**src/rtl/ts_pkg.sv**
```systemverilog
package ts_pkg;
  typedef enum logic [1:0] {
    ST_NORMAL      = 2'd0,
    ST_OVERWRITTEN = 2'd1,
    ST_DISCARDED   = 2'd2
  } slot_code_e;

  localparam logic [4:0] G_TAG     = 5'h00;
  localparam logic [4:0] G_EN      = 5'h01;
  localparam logic [4:0] G_PTR     = 5'h02;
  localparam logic [4:0] P_CFG     = 5'h00;
  localparam int         SLOT_BASE = 8;
  localparam int         SLOT_WORDS = 4;
  localparam logic [15:0] TAG_RESET = 16'h88F7;
  localparam logic [15:0] CFG_RESET = 16'h0001;

  localparam int CFG_DIS_BIT  = 0;
  localparam int CFG_NOOVR_BIT = 1;
  localparam int CFG_TSIGN_BIT = 11;
  localparam int CFG_TSEXP_LSB = 12;
endpackage

```
**src/rtl/ts_event_filter.sv**
```systemverilog
module ts_event_filter #(
  parameter int MSG_W  = 4,
  parameter int TS_W   = 4,
  parameter int N_EVT  = 4
) (
  input  logic             sof,
  input  logic [MSG_W-1:0] msg_type,
  input  logic [TS_W-1:0]  tspec,
  input  logic [N_EVT-1:0] en_mask,
  input  logic [N_EVT-1:0] ptr_mask,
  input  logic             port_dis,
  input  logic             tspec_ign,
  input  logic [TS_W-1:0]  tspec_exp,
  output logic             hit,
  output logic             to_alt
);
  localparam int IDX_W = (N_EVT > 1) ? $clog2(N_EVT) : 1;

  logic             is_evt;
  logic [IDX_W-1:0] idx;
  logic             ts_ok;

  always_comb begin
    is_evt = (msg_type < MSG_W'(N_EVT));
    idx    = msg_type[IDX_W-1:0];
    ts_ok  = tspec_ign || (tspec == tspec_exp);
    hit    = sof && !port_dis && is_evt && en_mask[idx] && ts_ok;
    to_alt = is_evt && ptr_mask[idx];
  end
endmodule

```
**src/rtl/ts_slot.sv**
```systemverilog
module ts_slot
  import ts_pkg::*;
#(
  parameter int TIME_W = 32,
  parameter int SEQ_W  = 16
) (
  input  logic              clk,
  input  logic              rst,
  input  logic              hit,
  input  logic              ovr_dis,
  input  logic              clr,
  input  logic [TIME_W-1:0] time_in,
  input  logic [SEQ_W-1:0]  seq_in,
  output logic              valid,
  output slot_code_e        code,
  output logic [TIME_W-1:0] time_q,
  output logic [SEQ_W-1:0]  seq_q
);
  logic live;

  always_comb live = valid && !clr;

  always_ff @(posedge clk) begin
    if (rst) begin
      valid  <= 1'b0;
      code   <= ST_NORMAL;
      time_q <= '0;
      seq_q  <= '0;
    end else if (hit) begin
      if (!live) begin
        valid  <= 1'b1;
        code   <= ST_NORMAL;
        time_q <= time_in;
        seq_q  <= seq_in;
      end else if (!ovr_dis) begin
        code   <= ST_OVERWRITTEN;
        time_q <= time_in;
        seq_q  <= seq_in;
      end else begin
        code   <= ST_DISCARDED;
      end
    end else if (clr) begin
      valid <= 1'b0;
      code  <= ST_NORMAL;
    end
  end

  // any accepted event leaves the slot valid
  p_valid_after_hit_r6: assert property (@(posedge clk) disable iff (rst)
    hit |=> valid);
  // replacing a pending capture reports code 1 and takes new data
  p_overwrite_code_r7: assert property (@(posedge clk) disable iff (rst)
    (hit && valid && !clr && !ovr_dis) |=> (code == ST_OVERWRITTEN && seq_q == $past(seq_in)));
  // a dropped event leaves the stored time untouched
  p_keep_on_discard_r8: assert property (@(posedge clk) disable iff (rst)
    (hit && valid && !clr && ovr_dis) |=> ($stable(time_q) && $stable(seq_q) && code == ST_DISCARDED));
  // an acknowledge with no new event empties the slot
  p_clear_r9: assert property (@(posedge clk) disable iff (rst)
    (clr && !hit) |=> (!valid && code == ST_NORMAL));
  // stored data only moves on an accepted event
  p_hold_idle_r5: assert property (@(posedge clk) disable iff (rst)
    !hit |=> ($stable(time_q) && $stable(seq_q)));
endmodule

```
**src/rtl/ts_regs.sv**
```systemverilog
module ts_regs
  import ts_pkg::*;
#(
  parameter int DATA_W = 16,
  parameter int ADDR_W = 5,
  parameter int N_EVT  = 4,
  parameter int N_SLOT = 3,
  parameter int TIME_W = 2 * DATA_W
) (
  input  logic                           clk,
  input  logic                           rst,
  input  logic                           reg_global,
  input  logic [ADDR_W-1:0]              reg_addr,
  input  logic                           reg_wr,
  input  logic [DATA_W-1:0]              reg_wdata,
  output logic [DATA_W-1:0]              reg_rdata,
  input  logic [N_SLOT-1:0]              s_valid,
  input  logic [N_SLOT-1:0][1:0]         s_code,
  input  logic [N_SLOT-1:0][TIME_W-1:0]  s_time,
  input  logic [N_SLOT-1:0][DATA_W-1:0]  s_seq,
  output logic [N_SLOT-1:0]              s_clr,
  output logic [N_EVT-1:0]               en_mask,
  output logic [N_EVT-1:0]               ptr_mask,
  output logic [DATA_W-1:0]              port_cfg
);
  localparam int WSEL_W = (SLOT_WORDS > 1) ? $clog2(SLOT_WORDS) : 1;

  logic [DATA_W-1:0] tag_q;
  logic [DATA_W-1:0] en_q;
  logic [DATA_W-1:0] ptr_q;
  logic [DATA_W-1:0] cfg_q;
  logic [DATA_W-1:0] rd_next;
  logic              wr_g;
  logic              wr_p;

  always_comb begin
    wr_g = reg_wr && reg_global;
    wr_p = reg_wr && !reg_global;
  end

  always_ff @(posedge clk) begin
    if (rst) begin
      tag_q <= DATA_W'(TAG_RESET);
      en_q  <= '0;
      ptr_q <= '0;
      cfg_q <= DATA_W'(CFG_RESET);
    end else begin
      if (wr_g && reg_addr == ADDR_W'(G_TAG)) tag_q <= reg_wdata;
      if (wr_g && reg_addr == ADDR_W'(G_EN))  en_q  <= reg_wdata;
      if (wr_g && reg_addr == ADDR_W'(G_PTR)) ptr_q <= reg_wdata;
      if (wr_p && reg_addr == ADDR_W'(P_CFG)) cfg_q <= reg_wdata;
    end
  end

  always_comb begin
    en_mask  = en_q[N_EVT-1:0];
    ptr_mask = ptr_q[N_EVT-1:0];
    port_cfg = cfg_q;
  end

  genvar gi;
  generate
    for (gi = 0; gi < N_SLOT; gi++) begin : g_clr
      localparam logic [ADDR_W-1:0] STS_ADDR = ADDR_W'(SLOT_BASE + gi * SLOT_WORDS);
      always_comb s_clr[gi] = wr_p && (reg_addr == STS_ADDR) && (reg_wdata == '0);
    end
  endgenerate

  always_comb begin
    rd_next = '0;
    if (reg_global) begin
      case (reg_addr)
        ADDR_W'(G_TAG): rd_next = tag_q;
        ADDR_W'(G_EN):  rd_next = en_q;
        ADDR_W'(G_PTR): rd_next = ptr_q;
        default:        rd_next = '0;
      endcase
    end else if (reg_addr == ADDR_W'(P_CFG)) begin
      rd_next = cfg_q;
    end else begin
      for (int i = 0; i < N_SLOT; i++) begin
        if (reg_addr[ADDR_W-1:WSEL_W] == (ADDR_W-WSEL_W)'((SLOT_BASE + i * SLOT_WORDS) / SLOT_WORDS)) begin
          case (reg_addr[WSEL_W-1:0])
            2'd0:    rd_next = {{(DATA_W-3){1'b0}}, s_code[i], s_valid[i]};
            2'd1:    rd_next = s_time[i][DATA_W-1:0];
            2'd2:    rd_next = s_time[i][TIME_W-1:DATA_W];
            default: rd_next = s_seq[i];
          endcase
        end
      end
    end
  end

  always_ff @(posedge clk) begin
    if (rst) reg_rdata <= '0;
    else     reg_rdata <= rd_next;
  end

  // an acknowledge only ever comes from a zero write to port space
  p_clr_zero_r9: assert property (@(posedge clk) disable iff (rst)
    (|s_clr) |-> (reg_wr && !reg_global && reg_wdata == '0));
  // at most one slot is acknowledged per write
  p_clr_single_r9: assert property (@(posedge clk) disable iff (rst)
    $onehot0(s_clr));
endmodule

```
**src/rtl/ts_capture_unit.sv**
```systemverilog
module ts_capture_unit
  import ts_pkg::*;
#(
  parameter int DATA_W = 16,
  parameter int TIME_W = 32,
  parameter int ADDR_W = 5,
  parameter int MSG_W  = 4,
  parameter int TS_W   = 4,
  parameter int N_EVT  = 4
) (
  input  logic              clk,
  input  logic              rst,
  input  logic [TIME_W-1:0] time_cnt,
  input  logic              rx_sof,
  input  logic [MSG_W-1:0]  rx_msg_type,
  input  logic [TS_W-1:0]   rx_tspec,
  input  logic [DATA_W-1:0] rx_seq_id,
  input  logic              tx_sof,
  input  logic [MSG_W-1:0]  tx_msg_type,
  input  logic [TS_W-1:0]   tx_tspec,
  input  logic [DATA_W-1:0] tx_seq_id,
  input  logic              reg_global,
  input  logic [ADDR_W-1:0] reg_addr,
  input  logic              reg_wr,
  input  logic [DATA_W-1:0] reg_wdata,
  output logic [DATA_W-1:0] reg_rdata
);
  localparam int N_SLOT = 3;
  localparam int S_ARR0 = 0;
  localparam int S_ARR1 = 1;
  localparam int S_DEP  = 2;

  logic [N_SLOT-1:0]             s_valid;
  logic [N_SLOT-1:0][1:0]        s_code;
  logic [N_SLOT-1:0][TIME_W-1:0] s_time;
  logic [N_SLOT-1:0][DATA_W-1:0] s_seq;
  logic [N_SLOT-1:0]             s_clr;
  logic [N_SLOT-1:0]             s_hit;
  logic [N_SLOT-1:0][DATA_W-1:0] s_seq_in;
  logic [N_EVT-1:0]              en_mask;
  logic [N_EVT-1:0]              ptr_mask;
  logic [DATA_W-1:0]             port_cfg;
  logic                          rx_hit, rx_alt, tx_hit, tx_alt_unused;
  logic                          port_dis;

  always_comb port_dis = port_cfg[CFG_DIS_BIT];

  ts_regs #(
    .DATA_W(DATA_W), .ADDR_W(ADDR_W), .N_EVT(N_EVT), .N_SLOT(N_SLOT), .TIME_W(TIME_W)
  ) u_regs (
    .clk(clk), .rst(rst),
    .reg_global(reg_global), .reg_addr(reg_addr), .reg_wr(reg_wr),
    .reg_wdata(reg_wdata), .reg_rdata(reg_rdata),
    .s_valid(s_valid), .s_code(s_code), .s_time(s_time), .s_seq(s_seq),
    .s_clr(s_clr), .en_mask(en_mask), .ptr_mask(ptr_mask), .port_cfg(port_cfg)
  );

  ts_event_filter #(.MSG_W(MSG_W), .TS_W(TS_W), .N_EVT(N_EVT)) u_rx_filt (
    .sof(rx_sof), .msg_type(rx_msg_type), .tspec(rx_tspec),
    .en_mask(en_mask), .ptr_mask(ptr_mask), .port_dis(port_dis),
    .tspec_ign(port_cfg[CFG_TSIGN_BIT]), .tspec_exp(port_cfg[CFG_TSEXP_LSB +: TS_W]),
    .hit(rx_hit), .to_alt(rx_alt)
  );

  ts_event_filter #(.MSG_W(MSG_W), .TS_W(TS_W), .N_EVT(N_EVT)) u_tx_filt (
    .sof(tx_sof), .msg_type(tx_msg_type), .tspec(tx_tspec),
    .en_mask(en_mask), .ptr_mask(ptr_mask), .port_dis(port_dis),
    .tspec_ign(port_cfg[CFG_TSIGN_BIT]), .tspec_exp(port_cfg[CFG_TSEXP_LSB +: TS_W]),
    .hit(tx_hit), .to_alt(tx_alt_unused)
  );

  always_comb begin
    s_hit[S_ARR0]    = rx_hit && !rx_alt;
    s_hit[S_ARR1]    = rx_hit &&  rx_alt;
    s_hit[S_DEP]     = tx_hit;
    s_seq_in[S_ARR0] = rx_seq_id;
    s_seq_in[S_ARR1] = rx_seq_id;
    s_seq_in[S_DEP]  = tx_seq_id;
  end

  genvar gs;
  generate
    for (gs = 0; gs < N_SLOT; gs++) begin : g_slot
      slot_code_e code_w;
      ts_slot #(.TIME_W(TIME_W), .SEQ_W(DATA_W)) u_slot (
        .clk(clk), .rst(rst),
        .hit(s_hit[gs]), .ovr_dis(port_cfg[CFG_NOOVR_BIT]), .clr(s_clr[gs]),
        .time_in(time_cnt), .seq_in(s_seq_in[gs]),
        .valid(s_valid[gs]), .code(code_w), .time_q(s_time[gs]), .seq_q(s_seq[gs])
      );
      always_comb s_code[gs] = code_w;
    end
  endgenerate

  // a disabled port never records an event
  p_disabled_quiet_r2: assert property (@(posedge clk) disable iff (rst)
    port_dis |=> ($stable(s_seq) && $stable(s_time)));
  // a received event lands in exactly one arrival slot
  p_route_exclusive_r4: assert property (@(posedge clk) disable iff (rst)
    $onehot0(s_hit[S_ARR1:S_ARR0]));
  // the departure slot only reacts to the transmit strobe
  p_dep_from_tx_r4: assert property (@(posedge clk) disable iff (rst)
    s_hit[S_DEP] |-> tx_sof);
endmodule

```
**config.mk**
```make
export PLATFORM = sky130hd
export DESIGN_NAME = ts_capture_unit
export DESIGN_NICKNAME = d
export VERILOG_FILES = /design/src/rtl/ts_pkg.sv /design/src/rtl/ts_event_filter.sv /design/src/rtl/ts_slot.sv /design/src/rtl/ts_regs.sv /design/src/rtl/ts_capture_unit.sv
export SDC_FILE = /design/constraint.sdc
export NUM_CORES = 1
export LEC_CHECK = 0
export ABC_AREA = 1
export ABC_CLOCK_PERIOD_IN_PS = 2500
export BUFFER_PORTS_ARGS = -buffer_cell sky130_fd_sc_hd__buf_2
export CORE_MARGIN = 4
export CORE_UTILIZATION = 60
export CTS_BUF_LIST = sky130_fd_sc_hd__clkbuf_8
export DETAILED_ROUTE_END_ITERATION = 8
export GPL_ROUTABILITY_DRIVEN = 0
export PLACE_DENSITY = 0.87
export SYNTH_ARGS = -nofsm -noshare
export SYNTH_HDL_FRONTEND = slang
export SYNTH_HIERARCHICAL = 1
export SYNTH_SLANG_ARGS = --single-unit
```
**constraint.sdc**
```tcl
create_clock -name clk -period 2.5 [get_ports clk]
set_input_delay 0.5 -clock clk [delete_from_list [all_inputs] [get_ports clk]]
set_output_delay 0.5 -clock clk [all_outputs]
set_load 0.1 [all_outputs]
```
==> key figures, run 1 <==
Detailed routing
  – Initial DRC Count: 1,849
  – Via count: 12,801
  – DRT antenna net count: 0
  – Vias per Instance: 5.76
  – TritonRoute pass-1 iters: 6
  – WL/cell: 17.0 microns
  – DR DRC count: 0
  – Total wire length: 37.7 mm

Timing
  – Final period util: 0.797
  – Final Hold Fails: 0
  – Worst Skew: 0.0251 ns
  – Fin worst setup slack: 0.506 ns
  – Slew @ Worst Pin: 0.865 ns
  – Unrepaired setup endpoints after global routing: false
  – Crit path time final: 1.99 ns
  – Final TNS setup: 0 ns
  – Final setup viols: 0
  – Hold WS: 0.243 ns
  – Slew HR: 0.420
  – Final slew viol count: 0
  – Fmax achieved: 502 MHz

Floorplan
  – Initial Utilization: 0.615
  – Row cnt: 51
  – Die Area: 0.0224 sq mm
  – Die height: 150 microns
  – Core Area: 0.0196 sq mm
  – I/O Pins: 123
  – Die width: 150 microns

Global routing
  – GRT overflow: 0
  – Total GRT Usage: 0.329
  – Initial antenna violation count: 0
  – First-pass GRT wire length: 59.0 mm
  – Number of global-route vias before repair: 11,234
  – Largest net degree at the start of global routing: 59

Pwr
  – Power Density: 584 mW/mm^2
  – Tot Pwr: 7.86 mW
  – Max VDD drop: 0.391 mV
  – Leak: 6.26 nW

Critical path
  – R2r setup slk: 0.51 ns
  – Reg-to-reg endpoint: g_slot[0].u_slot/time_q[10]
  – WP depth: 12
  – CP cell instances: inv_1, nand2_1, nand2_1, nor2_1, nand2_1, a21oi_2, inv_1, nor2_4, buf_12, nand3_1, nand2_1, nor2_1
  – Worst Setup SP: u_regs/port_cfg[15]
  – Max stage delay cell, worst path: dfxtp_1
  – Most frequent CP cell: nand2_1
  – Max incr delay on CP: 0.48 ns
  – FF-to-FF path depth: 12
  – Critical path data required time: 2.95 ns
  – Critical Path End: g_slot[0].u_slot/time_q[10]
  – Critical Path Source Type: flip-flop
  – CP Data Arrival Time: 2.44 ns
  – CP Buf/Inv Count: 3
  – Critical path's top delay family: simple AND/OR/NAND/NOR gates
  – Critical path peak fanout: 46
  – CP Class: flip-flop to flip-flop
  – R2r startpoint: u_regs/port_cfg[15]
  – Critical Path Sink Type: flip-flop

Clocking
  – Clk buf depth: 3
  – Post-CTS Setup Bufs: 0
  – Clk root buf: clkbuf_8
  – CTS clock-pin slew for the worst setup and hold paths: 0.06 ns
  – Clk_lat worst skew: 0.56 ns
  – CTS tree: built
  – CTS Sinks: 233
  – Max H-tree Level: 2
  – CTS-repair resized insts: 0
  – CTS Hold Bufs: 0
  – Total CTS buffers: 40

Placement
  – PortBufs: 122
  – Setup slack at placement: 0.161 ns
  – Post-DP HPWL: 25.7 mm

Logic synthesis
  – Post-Synthesis Cells: 1,863
  – Mapped Nets: 1,970
  – Mapped Area: 0.0120 sq mm
  – Synth Area per Inst: 6.47 sq um
  – Yosys Warn Count: 6

Finish
  – Layout cells sized above 1: 0.134
  – Ant. Diodes: 0
  – Area grow syn2layout: 11.8%
  – Nets: 2,034

Hold path
  – Worst hold start: reg_wdata[7]
  – Worst hold path type: input port to flip-flop

Flow run
  – Max_cap viols: 0

Outcome
  – Status: complete, no violations
state kept, by name, indices dropped and copies added (netlist names):
name and flops:
g_slot.u_slot/seq_q 48, u_regs/reg_rdata 16, u_regs/tag_q 16, u_regs/en_q 16, g_slot.u_slot/code 6, g_slot.u_slot/valid 3
u_regs/port_cfg 16, g_slot.u_slot/time_q 96, u_regs/ptr_q 16
layout make-up:
| cell class | count | area (sq um) |
|---|---|---|
| inverters | 207 | 787 |
| well taps | 265 | 332 |
| multi-input cells | 1285 | 5790 |
| clock inverters | 20 | 91.3 |
| repair buffers | 160 | 1060 |
| clock buffers | 54 | 743 |
| flip-flops and latches | 233 | 4660 |
| fillers | 1633 | 6120 |
worst min-delay path by stage:
stage,end,depth (start not counted),slack (ns)
6_report,u_regs/tag_q[7],3,0.24
5_1_grt,u_regs/tag_q[4],3,0.27
4_1_cts,u_regs/tag_q[0],3,0.23
3_5_place_dp,u_regs/port_cfg[2],2,0.45
3_3_place_gp,u_regs/port_cfg[10],2,0.44
2_1_floorplan,u_regs/port_cfg[10],2,0.43
metrics by stage:
stage / util / cells / area, sq um
2_1_floorplan: - / 1863 / 12000
3_3_place_gp: 0.645 / 2150 / 12600
3_5_place_dp: 0.645 / 2150 / 12600
4_1_cts: 0.687 / 2224 / 13500
5_1_grt: 0.687 / 2224 / 13500
6_report: 0.687 / 2224 / 13500
where the power goes:
group / total [mW] / leakage [nW] / switching (mW) / internal, mW
logic: 0.593 / 3.91 / 0.416 / 0.177
registers: 3.73 / 1.88 / 0.00607 / 3.72
clock network: 3.54 / 0.479 / 1.61 / 1.93
total: 7.86 / 6.26 / 2.03 / 5.83
routing by layer:
metal  vias up  GRT usage  part of all wire
met3       151     0.0678              0.12
met5         -          0                 0
met2       839      0.488              0.43
li1       6061          -                 -
met4         0      0.205             0.068
met1      5750      0.440              0.39
layout by cell type, fill, tap and decap left out, types with 3 or more instances in the layout:
cell type / count
nor2_2: 5
inv_2: 9
a21oi_2: 11
buf_2: 122
nand3_2: 4
o21ai_0: 50
nand3_1: 314
o21ai_1: 18
clkbuf_8: 54
nand2_1: 404
nand4_1: 13
clkinv_2: 3
buf_12: 13
inv_1: 209
a21oi_1: 179
nand2_4: 3
nor4_1: 4
inv_6: 3
dfxtp_1: 233
nor2_1: 267
buf_4: 25
tightest hold or removal path: cells and delay by family:
| kind | cells | cell delay [ns] |
|---|---|---|
| AND/OR/NAND/NOR | 2 | 0.12 |
| buffers and inverters | 1 | 0.14 |
(Power assumes the default switching activity.)
==> inputs of run 2 (changes only) <==
--- a/config.mk
+++ b/config.mk
@@ -6,7 +6,7 @@
 export NUM_CORES = 1
 export LEC_CHECK = 0
 export ABC_AREA = 1
-export ABC_CLOCK_PERIOD_IN_PS = 2500
+export ABC_CLOCK_PERIOD_IN_PS = 1950
 export BUFFER_PORTS_ARGS = -buffer_cell sky130_fd_sc_hd__buf_2
 export CORE_MARGIN = 4
 export CORE_UTILIZATION = 60
==> constraint.sdc (replaced) <==
create_clock -name clk -period 1.95 [get_ports clk]
set_input_delay 0.39 -clock clk [delete_from_list [all_inputs] [get_ports clk]]
set_output_delay 0.39 -clock clk [all_outputs]
set_load 0.1 [all_outputs]
==> run 2 against run 1 <==
Compared with the run above:
- sequential power rose by 28%
- utilization rose by 2.7 points
- combinational power rose by 38%
- highest routed layer is now met5
==> key figures, run 2 (synthesis gave the netlist of run 1 again) <==
Outcome
  – Status: complete, no violations

Critical path
  – CP Class: input port to flip-flop
  – Critical Path Sink Type: flip-flop
  – CP cell instances: buf_2, nor4_1, buf_4, nand3_1, nand3b_1, nor2_1, inv_2, nand3_2, buf_12, nand3_1, nand2_1, nor2_1
  – CP Data Arrival Time: 2.22 ns
  – Max incr delay on CP: 0.31 ns
  – CP Buf/Inv Count: 4
  – Max stage delay cell, worst path: nor4_1
  – Critical path data required time: 2.38 ns
  – Critical path's top delay family: simple AND/OR/NAND/NOR gates
  – Critical Path Source Type: input port
  – Critical path peak fanout: 45

Flow run
  – Max_cap viols: 0

Detailed routing
  – Initial DRC Count: 1,685
  – Total wire length: 38.7 mm
  – DRT antenna net count: 0
  – TritonRoute pass-1 iters: 9
  – DR DRC count: 0
  – Vias per Instance: 5.70
  – WL/cell: 17.0 microns
  – Via count: 12,937

Timing
  – Unrepaired setup endpoints after global routing: false
  – Crit path time final: 1.78 ns
  – Fmax achieved: 560 MHz
  – Final TNS setup: 0 ns
  – Final setup viols: 0
  – Slew HR: 0.670
  – Worst Skew: 0.0113 ns
  – Final period util: 0.915
  – Final slew viol count: 0
  – Slew @ Worst Pin: 0.494 ns
  – Final Hold Fails: 0
  – Hold WS: 0.155 ns

Global routing
  – GRT overflow: 0
  – Largest net degree at the start of global routing: 65
  – Total GRT Usage: 0.336
  – Number of global-route vias before repair: 11,672
  – First-pass GRT wire length: 60.0 mm
  – Initial antenna violation count: 0

Placement
  – Post-DP HPWL: 26.9 mm
  – Placed cell count: 2,202
  – PortBufs: 122

Finish
  – Final Util: 0.715
  – Area grow syn2layout: 16.2%
  – Largest registers: g_slot.u_slot/time_q: 96 flops, g_slot.u_slot/seq_q: 48 flops
  – Largest register FFs: 96
  – Layout cells sized above 1: 0.156
  – Cell Count, Final, Fillers Out: 2,271
  – Top reg by flops: g_slot.u_slot/time_q
  – Most common cell after layout, fill and taps aside: nand2_1
  – Most frequent cells in the layout: nand2_1, nand3_1, nor2_1
  – Nets: 2,085
  – Ant. Diodes: 0
  – Layout fillers: 1,562

Floorplan
  – Die height: 150 microns
  – Initial Utilization: 0.615
  – Row cnt: 51
  – I/O Pins: 123
  – Core Area: 0.0196 sq mm
  – Die width: 150 microns
  – Die Area: 0.0224 sq mm

Clocking
  – Clk_lat worst skew: 0.55 ns
  – CTS Sinks: 233
  – Clk root buf: clkbuf_8
  – CTS clock-pin slew for the worst setup and hold paths: 0.06 ns
  – Max H-tree Level: 2
  – Post-CTS Setup Bufs: 0
  – Total CTS buffers: 39
  – Clk buf depth: 3
  – CTS tree: built

Pwr
  – Power Density: 699 mW/mm^2
  – Switching share of power: 0.257
  – Leak: 6.54 nW
  – Cell-internal power: 7.27 mW
  – Comb pwr share: 0.084
  – Clock share of power: 0.428
  – Max VDD drop: 0.515 mV
  – Sequential share of power: 0.489
  – NetSw: 2.51 mW

Hold path
  – Worst hold path type: input port to flip-flop
[run 2: cell types whose count changed in the layout (fill, tap and decap cells not counted), moves of 3 or more]
cell	change
buf_12	+17
buf_4	+35
clkbuf_8	-6
dfxtp_1	-4
dfxtp_2	+4
inv_1	+3
[run 2: through the flow]
stage,power (mW),area [sq um],worst slack (ns)
floorplan,5.32,12100,0.0291
global placement,5.66,13200,-0.229
detailed placement,5.67,13200,-0.302
CTS,9.80,14000,0.0912
global route,10.1,14000,0.00907
finish,9.78,14000,0.166
[run 2: worst reg2reg max path, stage by stage, from the launching register on]
cell and delay (ns):
dfxtp_2 0.41, inv_1 0.06, nand2_1 0.06, nand2_1 0.05
nor2_1 0.09, nand2_1 0.08, a21oi_2 0.14, inv_1 0.08
nor2_4 0.11, buf_12 0.15, buf_12 0.20, nand3_1 0.12
nand2_1 0.09, nor2_1 0.05
[run 2: area by class of cell]
type	count	area, sq um	share of cell area
inverter	207	787	0.0562
multi-input combinational	1285	5800	0.414
clock buffer	48	661	0.0472
tap	265	332	0.0237
timing repair buffer	212	1660	0.119
sequential	233	4670	0.333
clock inverter	21	90.1	0.00643
[run 2: power groups by stage]
stage | logic [mW] | clock network (mW) | registers, mW
after floorplan | 0.410 | 0 | 4.91
after global placement | 0.775 | 0 | 4.89
after detailed placement | 0.787 | 0 | 4.89
after CTS | 0.794 | 4.23 | 4.78
after global routing | 0.884 | 4.42 | 4.78
final | 0.818 | 4.18 | 4.78
[run 2: what timing repair did]
| action | CTS | global route |
|---|---|---|
| hold buffers | 0 | 0 |
| gates resized for setup | 0 | 5 |
| endpoints found under the setup margin | 0 | 83 |
[run 2: final timing paths]
path,from,endpoint,slack (ns),depth (start not counted)
max reg2reg,u_regs/port_cfg[13],g_slot[0].u_slot/time_q[15],0.17,13
min,tx_seq_id[2],g_slot[2].u_slot/seq_q[2],0.15,5
min reg2reg,u_regs/port_cfg[5],u_regs/port_cfg[5],0.45,2
max,reg_wdata[3],g_slot[0].u_slot/seq_q[12],0.17,12
[run 2: per-layer routing]
layer	global-route usage	routed length [microns]	vias to the layer above	part of all wire
met2	0.532	17300	854	0.45
met4	0.189	2320	2	0.060
met3	0.0633	4500	157	0.12
li1	-	-	6162	-
met5	0.0159	46	-	0.0012
met1	0.431	14600	5762	0.38
